**config.mk**
```make
export PLATFORM = sky130hd
export DESIGN_NAME = rdv_calib_engine
export DESIGN_NICKNAME = d
export VERILOG_FILES = /design/src/rtl/rdv_calib_pkg.sv /design/src/rtl/rdv_blk_iter.sv /design/src/rtl/rdv_best_keep.sv /design/src/rtl/rdv_calib_engine.sv
export SDC_FILE = /design/constraint.sdc
export NUM_CORES = 1
export LEC_CHECK = 0
export ABC_AREA = 1
export BUFFER_PORTS_ARGS = -buffer_cell sky130_fd_sc_hd__buf_2
export CAP_MARGIN = 40
export CORE_MARGIN = 2
export CORE_UTILIZATION = 60
export CTS_CLUSTER_SIZE = 40
export DETAILED_ROUTE_END_ITERATION = 12
export HOLD_SLACK_MARGIN = 0.1
export PLACE_DENSITY_LB_ADDON = 0.12
export SYNTH_ARGS = -nofsm -noshare
export SYNTH_HDL_FRONTEND = slang
export SYNTH_HIERARCHICAL = 1
export SYNTH_SLANG_ARGS = --single-unit
```
**constraint.sdc**
```tcl
create_clock -name clk -period 4.5 [get_ports clk]
set_clock_uncertainty 0.05 [all_clocks]
set_input_delay 0.675 -clock clk [delete_from_list [all_inputs] [get_ports clk]]
set_output_delay 0.675 -clock clk [all_outputs]
set_load 0.02 [all_outputs]
```
**src/rtl/rdv_calib_pkg.sv**
```systemverilog
package rdv_calib_pkg;

  typedef enum logic [2:0] {
    ST_IDLE,
    ST_LOAD,
    ST_REQ,
    ST_WAIT,
    ST_WRITE
  } calib_state_e;

  typedef enum logic [1:0] {
    PH_BASE,
    PH_DOWN,
    PH_UP
  } search_phase_e;

endpackage

```
**src/rtl/rdv_blk_iter.sv**
```systemverilog
module rdv_blk_iter #(
  parameter int NUM_BLOCKS = 8,
  parameter int BLK_W      = 3
) (
  input  logic             clk,
  input  logic             rst_n,
  input  logic             start,
  input  logic             advance,
  output logic [BLK_W-1:0] blk,
  output logic             last,
  output logic             busy
);

  localparam logic [BLK_W-1:0] LAST_BLK = BLK_W'(NUM_BLOCKS - 1);

  assign last = (blk == LAST_BLK);

  always_ff @(posedge clk) begin
    if (!rst_n) begin
      busy <= 1'b0;
      blk  <= '0;
    end else if (start) begin
      busy <= 1'b1;
      blk  <= '0;
    end else if (advance) begin
      if (last) busy <= 1'b0;
      else      blk  <= blk + 1'b1;
    end
  end

endmodule

```
**src/rtl/rdv_best_keep.sv**
```systemverilog
module rdv_best_keep #(
  parameter int VREF_W = 8,
  parameter int ERR_W  = 16
) (
  input  logic              clk,
  input  logic              rst_n,
  input  logic              load,
  input  logic              offer,
  input  logic [VREF_W-1:0] cand_v,
  input  logic [ERR_W-1:0]  cand_e,
  output logic [VREF_W-1:0] best_v,
  output logic              improves
);

  logic [ERR_W-1:0] best_e;

  // strict compare: a tie keeps the code already held
  assign improves = (cand_e < best_e);

  always_ff @(posedge clk) begin
    if (!rst_n) begin
      best_v <= '0;
      best_e <= '1;
    end else if (load || (offer && improves)) begin
      best_v <= cand_v;
      best_e <= cand_e;
    end
  end

endmodule

```
**src/rtl/rdv_calib_engine.sv**
```systemverilog
module rdv_calib_engine
  import rdv_calib_pkg::*;
#(
  parameter int NUM_BLOCKS      = 8,
  parameter int PAGES_PER_BLOCK = 256,
  parameter int VREF_W          = 8,
  parameter int ERR_W           = 16,
  localparam int BLK_W  = (NUM_BLOCKS > 1) ? $clog2(NUM_BLOCKS) : 1,
  localparam int PAGE_W = (PAGES_PER_BLOCK > 1) ? $clog2(PAGES_PER_BLOCK) : 1
) (
  input  logic              clk,
  input  logic              rst_n,
  input  logic              trigger,
  output logic              busy,
  output logic              blk_done,
  output logic              rd_req_valid,
  input  logic              rd_req_ready,
  output logic [BLK_W-1:0]  rd_req_block,
  output logic [PAGE_W-1:0] rd_req_page,
  output logic [VREF_W-1:0] rd_req_vref,
  input  logic              rd_rsp_valid,
  output logic              rd_rsp_ready,
  input  logic [ERR_W-1:0]  rd_rsp_errcnt,
  output logic [BLK_W-1:0]  tbl_rd_addr,
  input  logic [VREF_W-1:0] tbl_rd_data,
  output logic              tbl_wr_en,
  output logic [BLK_W-1:0]  tbl_wr_addr,
  output logic [VREF_W-1:0] tbl_wr_data
);

  localparam logic [PAGE_W-1:0] PROBE_PAGE = PAGE_W'(PAGES_PER_BLOCK - 1);
  localparam logic [VREF_W-1:0] VREF_MAX   = '1;

  calib_state_e     state;
  search_phase_e    phase;
  logic [VREF_W-1:0] cand_v;
  logic [VREF_W-1:0] best_v;
  logic [BLK_W-1:0]  blk;
  logic              last_blk;
  logic              improves;
  logic              start_sweep;
  logic              rsp_fire;

  assign start_sweep = (state == ST_IDLE) && trigger;
  assign rsp_fire    = (state == ST_WAIT) && rd_rsp_valid;

  rdv_blk_iter #(
    .NUM_BLOCKS(NUM_BLOCKS),
    .BLK_W     (BLK_W)
  ) u_iter (
    .clk    (clk),
    .rst_n  (rst_n),
    .start  (start_sweep),
    .advance(state == ST_WRITE),
    .blk    (blk),
    .last   (last_blk),
    .busy   (busy)
  );

  rdv_best_keep #(
    .VREF_W(VREF_W),
    .ERR_W (ERR_W)
  ) u_best (
    .clk     (clk),
    .rst_n   (rst_n),
    .load    (rsp_fire && (phase == PH_BASE)),
    .offer   (rsp_fire && (phase != PH_BASE)),
    .cand_v  (cand_v),
    .cand_e  (rd_rsp_errcnt),
    .best_v  (best_v),
    .improves(improves)
  );

  assign rd_req_valid = (state == ST_REQ);
  assign rd_req_block = blk;
  assign rd_req_page  = PROBE_PAGE;
  assign rd_req_vref  = cand_v;
  assign rd_rsp_ready = (state == ST_WAIT);
  assign tbl_rd_addr  = blk;
  assign tbl_wr_en    = (state == ST_WRITE);
  assign blk_done     = (state == ST_WRITE);
  assign tbl_wr_addr  = blk;
  assign tbl_wr_data  = best_v;

  always_ff @(posedge clk) begin
    if (!rst_n) begin
      state  <= ST_IDLE;
      phase  <= PH_BASE;
      cand_v <= '0;
    end else begin
      unique case (state)
        ST_IDLE: if (trigger) state <= ST_LOAD;
        ST_LOAD: begin
          cand_v <= tbl_rd_data;
          phase  <= PH_BASE;
          state  <= ST_REQ;
        end
        ST_REQ: if (rd_req_ready) state <= ST_WAIT;
        ST_WAIT: if (rd_rsp_valid) begin
          unique case (phase)
            PH_BASE: begin
              if (cand_v != '0) begin
                cand_v <= cand_v - 1'b1;
                phase  <= PH_DOWN;
                state  <= ST_REQ;
              end else if (cand_v != VREF_MAX) begin
                cand_v <= cand_v + 1'b1;
                phase  <= PH_UP;
                state  <= ST_REQ;
              end else begin
                state <= ST_WRITE;
              end
            end
            PH_DOWN: begin
              if (improves && (cand_v != '0)) begin
                cand_v <= cand_v - 1'b1;
                state  <= ST_REQ;
              end else if (improves) begin
                cand_v <= cand_v + 1'b1;
                phase  <= PH_UP;
                state  <= ST_REQ;
              end else if (best_v != VREF_MAX) begin
                cand_v <= best_v + 1'b1;
                phase  <= PH_UP;
                state  <= ST_REQ;
              end else begin
                state <= ST_WRITE;
              end
            end
            default: begin
              if (improves && (cand_v != VREF_MAX)) begin
                cand_v <= cand_v + 1'b1;
                state  <= ST_REQ;
              end else begin
                state <= ST_WRITE;
              end
            end
          endcase
        end
        default: state <= last_blk ? ST_IDLE : ST_LOAD;
      endcase
    end
  end

endmodule

```
---- Word level (Yosys, flattened, before mapping) ----
Cells that the tools add are included.
Widths: inputs -> output; s select.
storage, ports and cells
  register bits ........................... 41
  bits of input ports ..................... 29
  word-level logic and storage cells ...... 84
cells by class
  add/sub/neg operators ................... 4
  $lt $le $gt $ge ......................... 1
  equal/unequal tests ..................... 17
  muxes and demuxes ....................... 32
  bitwise gates (word level) .............. 2
  reductions and logical operators ........ 21
operators with widths
  cell                 count
  $mux 8               7
  $pmux 8 s2           2
  $mux 3               9
  $add 8x1->8 const B  2
  $lt 16x16->1         1
  $ne 8x8->1 const B   2
  $mux 2               6
  $pmux 3 s4           1
  $pmux 2 s2           2
  $reduce_bool 2->1    4
  $reduce_bool 8->1    1
  $sub 8x1->8 const B  1
  $logic_and 1x1->1    7
  $eq 3x2->1 const B   2
  $eq 3x3->1 const B   2
  $pmux 3 s2           1
  $reduce_and 6->1     1
  $ne 5x5->1 const B   1
  $reduce_and 5->1     1
  $mux 1               4
  $ne 2x2->1 const B   2
  $ne 4x1->1 const B   1
  $ne 4x2->1 const B   1
  $ne 4x4->1 const B   1
  13 further kinds     15

---- Logic depth before layout (Yosys ltp) ----
Gate-level depths: netlist of run 1.
  word-level depth ........................ 7
  mapped depth ............................ 19
  gate-level depth less buffers ........... 19

---- Modules after synthesis ----
Netlist of run 1, hierarchy kept.
by module, submodules not included
  module            times used  cells each  area an instance (sq um)  seq. area each (sq um)
  rdv_calib_engine  1           258         1511.4                    260.2
  rdv_best_keep     1           190         1493.9                    480.5
  rdv_blk_iter      1           29          198.9                     80.1

---- Worst setup path before layout of run 1 ----
Ideal clock, no wire load.
  path type ............................... input port to flip-flop
  from .................................... input port rd_rsp_errcnt[15]
  to ...................................... register cand_v[7] (netlist: rd_req_vref[7])
  arrival ................................. 2.331 ns
  data required time ...................... 4.380 ns
  slack ................................... 2.049 ns
  stages .................................. 14
  path buffers ............................ 0
  cells stage by stage .................... ha_1 nand4_1 nor3_1 nand2_2 and2_1 nor2_1 nor2_1 nand3_1 nand2_1 nand2_1 nand2_1 nand2_1 nand2_1 a21oi_1
on the way
  word-level cells in the longest chain between the ends .. 6
  elaborated cells between the ends (all ways) .. 11
RTL lines
  what                                         line                                              RTL
  start: declaration                           rdv_calib_engine.sv:23                            input logic [ERR_W-1:0] rd_rsp_errcnt,
  $lt 16x16->1 *                               rdv_best_keep.sv:18                               assign improves = (cand_e < best_e);
  named net improves                           rdv_calib_engine.sv:40                            logic improves;
  $mux 8 or $logic_and 1x1->1 (tied branches)  rdv_calib_engine.sv:118, rdv_calib_engine.sv:115
  $mux 8                                       rdv_calib_engine.sv:115                           if (improves && (cand_v != '0)) begin
  $pmux 8 s2                                   rdv_calib_engine.sv:100                           unique case (phase)
  $mux 8                                       rdv_calib_engine.sv:99                            ST_WAIT: if (rd_rsp_valid) begin
  $pmux 8 s2                                   rdv_calib_engine.sv:91                            unique case (state)
  end signal: assignment                       rdv_calib_engine.sv:94                            cand_v <= tbl_rd_data;
  end signal: assignment                       rdv_calib_engine.sv:103                           cand_v <= cand_v - 1'b1;
  end signal: assignment                       rdv_calib_engine.sv:116                           cand_v <= cand_v - 1'b1;
  end: declaration                             rdv_calib_engine.sv:36                            logic [VREF_W-1:0] cand_v;
Mark *: on every way through the listed nets, which the timed path passes. The rest lies on a longest branch. The select of a mux whose other input is x is not followed.
A chain may end at the register's enable or synchronous reset.

---- Worst setup path in the final report of run 1 ----
  from .................................... input port rd_rsp_errcnt[15]
  to ...................................... register cand_v[4] (netlist: rd_req_vref[4])
The elaborated chain is that of the path after synthesis.

==> summary.txt, run 1 <==
status: completed
Detail Route Antenna Nets: 0
Worst VDD drop: 235 uV
GR met2 Demand/Resource: 0.411
Critical Path, Cell by Cell: buf_2 > ha_1 > nand4_1 > nor3_1 > nand2_2 > and2_1 > nor2_1 > nor2_1 > nand2_1 > nand2_1 > nand2_1 > nand3_1 > nand3_1 > nand2_1 > nor2_1
gr busiest metal: met2
actual slew at the worst max-slew pin: 0.715 ns
Sum Neg Setup Slack: 0 ns
CP Class: primary input to register
initial antenna violation count: 0
number of synthesized register bits: 41
Max Transition Viols Final: 0
full die area: 5940 sq um
CTS Buf Count: 5
Root Buffer: clkbuf_8
Reg2Reg Depth: 15
R2R Setup Slk: 1.96 ns
Final WS setup: 1.85 ns
top post-synthesis cells by area: dfxtp_1 (26%), nand2_1 (12%), ha_1 (7.8%)
pre-CTS setup slack: 1.58 ns
Worst Hold Class: register to register
Clock Latency Late Sink: 0.30 ns
first drt pass iteration count: 4
first-pass GRT wire length: 12100 um
CP Max Fanout: 6
Cell Area, Synth: 3200 sq um
DRT Wirelength: 7100 um
CP max stage cell: nor2_1
Leak Pwr: 1.98 nW
WP data required: 4.69 ns
Resize count post-CTS: 0
Inserted Diodes: 0
Detail Placement HPWL: 5340 um
Final Core Density: 0.682
Via density: 5.14
Die Width: 77.1 um
CP endpoint kind: register
Tmin final: 2.65 ns
worst endpoint data arrival time: 2.84 ns
WP buf/inv: 1
Async S/R FF share, synth: 0
global route overflow: 0
Slew HR: 0.523
Peak Freq: 0.377 GHz
DRT iter0 DRCs: 148
Layout area overhead: 9.45%
Core Area: 5140 sq um
met1 Use GR: 0.321
Yosys warnings: 6
GP Congestion: 0.869
CP most frequent cell: nand2_1
hold path depth: 2
final hold vios: 0
most frequent cells in the layout: nand2_1 (105), inv_1 (62), buf_2 (58)
DRC viols: 0
CTS tree: yes
clock slew at the register clock pins of the worst setup and hold paths: 0.08 ns
CP peak stage delay: 0.34 ns
H-tree levels: 2
total clock sinks: 41
Setup-failing EPs final: 0
P per Cell Area: 313 nW/um^2
largest net degree at the start of global routing: 34
Final period util: 0.590
critical path depth: 15
critical path's top delay family: simple AND/OR/NAND/NOR gates
Clock Path Buffers: 2
NumNets Final: 569
I/O pin count: 67
Distinct cells, synth: 37
register area share after synthesis: 0.256
Post-Syn Instances: 477
Initial Util: 0.623
CTS Hold Buffers Added: 0
Main synth FF type: dfxtp_1
share of the synthesized area in the top cell type: 0.256
WL per Instance: 12.0 um
startpoint types: primary input
Post-synth EDFFs: 0
max cap viols: 0
cell taking the most area after synthesis: dfxtp_1
post-CTS setup buffer count: 0
fill count: 504
most common cell after layout, fill and taps aside: nand2_1
row count: 26
vias in the first global route: 2722
Mean Syn Cell Area: 6.72 sq um
all-layer global routing usage: 0.245
IO Port Bufs: 58
RSZ-0062 raised after global routing: no
Die Span Y: 77.1 um
share of layout cells above drive strength 1: 0.228
met3 Usage GRT: 0.0424
DR vias: 3036
## power by group
part	internal (W)	switching [W]	leakage (nW)
registers	0.000394	0.0000512	0.334
logic	0.000150	0.000260	1.60
clock network	0.000107	0.000136	0.0439
total	0.000651	0.000447	1.98
## worst register-to-register path: cells and delay by family, from the launching register on
kind                       cells  cell delay, ns
adders and majority gates      1            0.30
buffers and inverters          1            0.04
DFF                            1            0.33
and+or+nand+nor               13            1.76
## metrics by stage
stage	hold WS, ns	instance area (sq um)	instances	total power, W
6_report	0.412	3510	591	0.00110
5_1_grt	0.433	3510	591	0.00118
4_1_cts	0.417	3510	591	0.00110
3_5_place_dp	0.405	3420	583	0.000859
3_3_place_gp	0.397	3390	582	0.000848
2_1_floorplan	0.419	3230	484	0.000767
## registers in the layout, summed over array words and instances (netlist names)
| name | cells |
|---|---|
| phase | 2 |
| u_iter/blk | 3 |
| state | 3 |
| rd_req_vref | 8 |
| u_best/best_v | 8 |
| u_iter/busy | 1 |
| u_best/best_e | 16 |
## synthesized netlist by cell type (3+ instances only)
cell type / n
o21ai_0: 11
a21oi_1: 29
inv_2: 5
nor2_4: 3
dfxtp_1: 41
clkbuf_1: 3
o21ai_1: 3
nand3_1: 47
buf_6: 3
buf_4: 16
buf_2: 6
nand3_2: 19
nand2_2: 12
nor3_1: 7
xor2_1: 9
nor2_1: 45
nand2_1: 105
nor2_2: 4
ha_1: 20
nand4_1: 7
inv_1: 62
## cell type report
cell class,instances,area [sq um],area share
Clock buffer,5,68.8,0.0196
Clock inverter,3,17.5,0.00499
Inverter,68,258,0.0735
Multi-Input combinational cell,345,1940,0.552
Sequential cell,41,821,0.234
Tap cell,70,87.6,0.0250
Timing Repair Buffer,59,318,0.0906
## per-layer routing
metal / vias up / share of wire
met5: - / 0
met3: 10 / 0.061
li1: 1586 / -
met4: 0 / 0.014
met1: 1342 / 0.44
met2: 98 / 0.48
## cells by family (layout without fill, tap and decap cells)
group | after synthesis | after routing | share of synthesized area
xor gates and xnor gates | 11 | 11 | 0.0301
adders and majority gates | 20 | 20 | 0.0781
DFF | 41 | 41 | 0.256
AOI/OAI and AO/OA | 49 | 49 | 0.0859
buffers and inverters | 98 | 135 | 0.148
other | 1 | 8 | 0.00117
and+or+nand+nor | 257 | 257 | 0.401
## path summary, 6_finish.rpt
path	startpoint	endpoint
worst min register to register	u_iter/busy$_SDFFE_PN0P_	u_iter/busy$_SDFFE_PN0P_
worst max register to register	u_best/best_e[15]$_SDFFE_PN1P_	rd_req_vref[4]$_SDFFE_PN0P_
worst max-delay path	rd_rsp_errcnt[15]	rd_req_vref[4]$_SDFFE_PN0P_
worst min-delay path	u_iter/busy$_SDFFE_PN0P_	u_iter/busy$_SDFFE_PN0P_
Note: power is estimated with default switching activity, not from simulation.
==> run 2, diff against run 1 <==
CORE_UTILIZATION = 56   (was 60)
clock period = 2.5 ns   (was 4.5 ns; I/O delays follow)
==> run 2 against run 1 <==
Net effect:
- total power is 94% higher
- clock-buffer cell count is 2 higher
- routed wire length is 3.9% higher
- highest routed layer unchanged
==> summary.txt, run 2 (synthesized netlist as in run 1, its figures left out) <==
status: completed
DR vias: 3069
GP Congestion: 0.920
H-tree levels: 2
total clock sinks: 41
initial antenna violation count: 0
Reg2Reg Launch Point: u_best/best_e[11]$_SDFFE_PN1P_
DRT Wirelength: 7380 um
CP max stage cell: dfxtp_1
WP data required: 2.64 ns
most frequent cells in the layout: nand2_1 (105), inv_1 (62), buf_2 (58)
Clock Latency Late Sink: 0.30 ns
max cap viols: 0
WL per Instance: 12.2 um
clock slew at the register clock pins of the worst setup and hold paths: 0.08 ns
Core Area: 5510 sq um
critical path's top delay family: simple AND/OR/NAND/NOR gates
full die area: 6340 sq um
Via density: 5.08
Worst Hold Class: primary input to register
critical path depth: 15
worst endpoint data arrival time: 2.43 ns
Final period util: 0.913
startpoint types: register
Critical Path, Cell by Cell: inv_1 > ha_1 > nand2_1 > o21bai_4 > a21oi_2 > nor2_2 > and2_4 > inv_1 > nand2_1 > nor3_4 > nor2_4 > inv_4 > nand2_1 > nand3_1 > inv_1
first-pass GRT wire length: 12400 um
CP endpoint kind: register
Die Span Y: 79.6 um
Peak Freq: 0.438 GHz
largest net degree at the start of global routing: 33
Clock Path Buffers: 2
R2R Setup Slk: 0.22 ns
NumNets Final: 580
I/O pin count: 67
Final Total Pwr: 0.00213 W
Initial Util: 0.582
share of layout cells above drive strength 1: 0.258
max FFs per register: 16
WP buf/inv: 4
Root Buffer: clkbuf_8
Detail Route Antenna Nets: 0
global route overflow: 0
CTS tree: yes
Top reg by flops: u_best/best_e
Worst VDD drop: 380 uV
CP Max Fanout: 9
DRC viols: 0
P per Cell Area: 581 nW/um^2
Max Transition Viols Final: 0
final hold vios: 0
CTS Buf Count: 5
DRT iter0 DRCs: 119
Inserted Diodes: 0
Reg2Reg Depth: 15
CP peak stage delay: 0.33 ns
Setup-failing EPs final: 0
row count: 27
RSZ-0062 raised after global routing: no
most common cell after layout, fill and taps aside: nand2_1
Tmin final: 2.28 ns
all-layer global routing usage: 0.245
Reg2Reg Capture Point: rd_req_vref[3]$_SDFFE_PN0P_
Leak Pwr: 2.06 nW
Final Core Density: 0.666
Layout area overhead: 14.5%
worst setup path startpoint: u_best/best_e[11]$_SDFFE_PN1P_
first drt pass iteration count: 4
vias in the first global route: 2812
Detail Placement HPWL: 5590 um
IO Port Bufs: 58
Setup crit end: rd_req_vref[3]$_SDFFE_PN0P_
CTS Hold Buffers Added: 0
Die Width: 79.6 um
CP Class: register to register
-- run 2: where the power goes --
part           internal, W  switching (W)  total [W]
sequential        0.000710      0.0000909   0.000801
combinational     0.000288       0.000485   0.000773
clock             0.000326       0.000232   0.000557
-- run 2: metrics by stage --
stage                     instances  area (sq um)  hold WS [ns]  setup slack (ns)  setup TNS [ns]
after CTS                       604          3630         0.232            0.0355               0
final                           604          3670         0.246             0.216               0
after global routing            604          3670         0.248           0.00650               0
after detailed placement        596          3510         0.411           -0.0744          -0.346
after global placement          596          3510         0.398           -0.0387         -0.0896
after floorplan                 484          3230         0.419             0.349               0
-- run 2: layout make-up --
class | count | area (sq um)
Sequential cell | 41 | 821
Tap cell | 72 | 90.1
Clock buffer | 7 | 86.3
Timing Repair Buffer | 70 | 405
Inverter | 68 | 258
Fill cell | 537 | 1840
Clock inverter | 1 | 30.0
Multi-Input combinational cell | 345 | 1980
-- run 2: how the worst min path moves through the flow --
stage	start	to	slack [ns]	cells past startpoint
floorplan	u_best/best_e[12]$_SDFFE_PN1P_	u_best/best_e[12]$_SDFFE_PN1P_	0.42	2
global placement	u_iter/busy$_SDFFE_PN0P_	u_iter/busy$_SDFFE_PN0P_	0.40	2
detailed placement	u_iter/busy$_SDFFE_PN0P_	u_iter/busy$_SDFFE_PN0P_	0.41	2
CTS	rd_rsp_errcnt[5]	u_best/best_e[5]$_SDFFE_PN1P_	0.23	3
global route	rd_rsp_errcnt[2]	u_best/best_e[2]$_SDFFE_PN1P_	0.25	3
finish	rd_rsp_errcnt[5]	u_best/best_e[5]$_SDFFE_PN1P_	0.25	3
-- run 2: worst register-to-register path, cell delays in order (launching register included) --
cell      delay [ns]
dfxtp_1         0.33
inv_1           0.04
ha_1            0.28
nand2_1         0.09
o21bai_4        0.18
a21oi_2         0.13
nor2_2          0.06
and2_4          0.17
inv_1           0.08
nand2_1         0.09
nor3_4          0.29
nor2_4          0.12
inv_4           0.10
nand2_1         0.06
nand3_1         0.07
inv_1           0.04
-- run 2: repair_timing --
item                                    in CTS  in global routing
resized for setup                            0                 11
buffers inserted                             0                  0
endpoints found under the setup margin       0                 10
-- run 2: routing by layer --
metal	wire, um	GRT usage	vias up
met1	3290	0.307	1373
met4	74	0.0793	0
li1	-	-	1606
met2	3640	0.429	84
met5	0	0	-
met3	380	0.0351	6
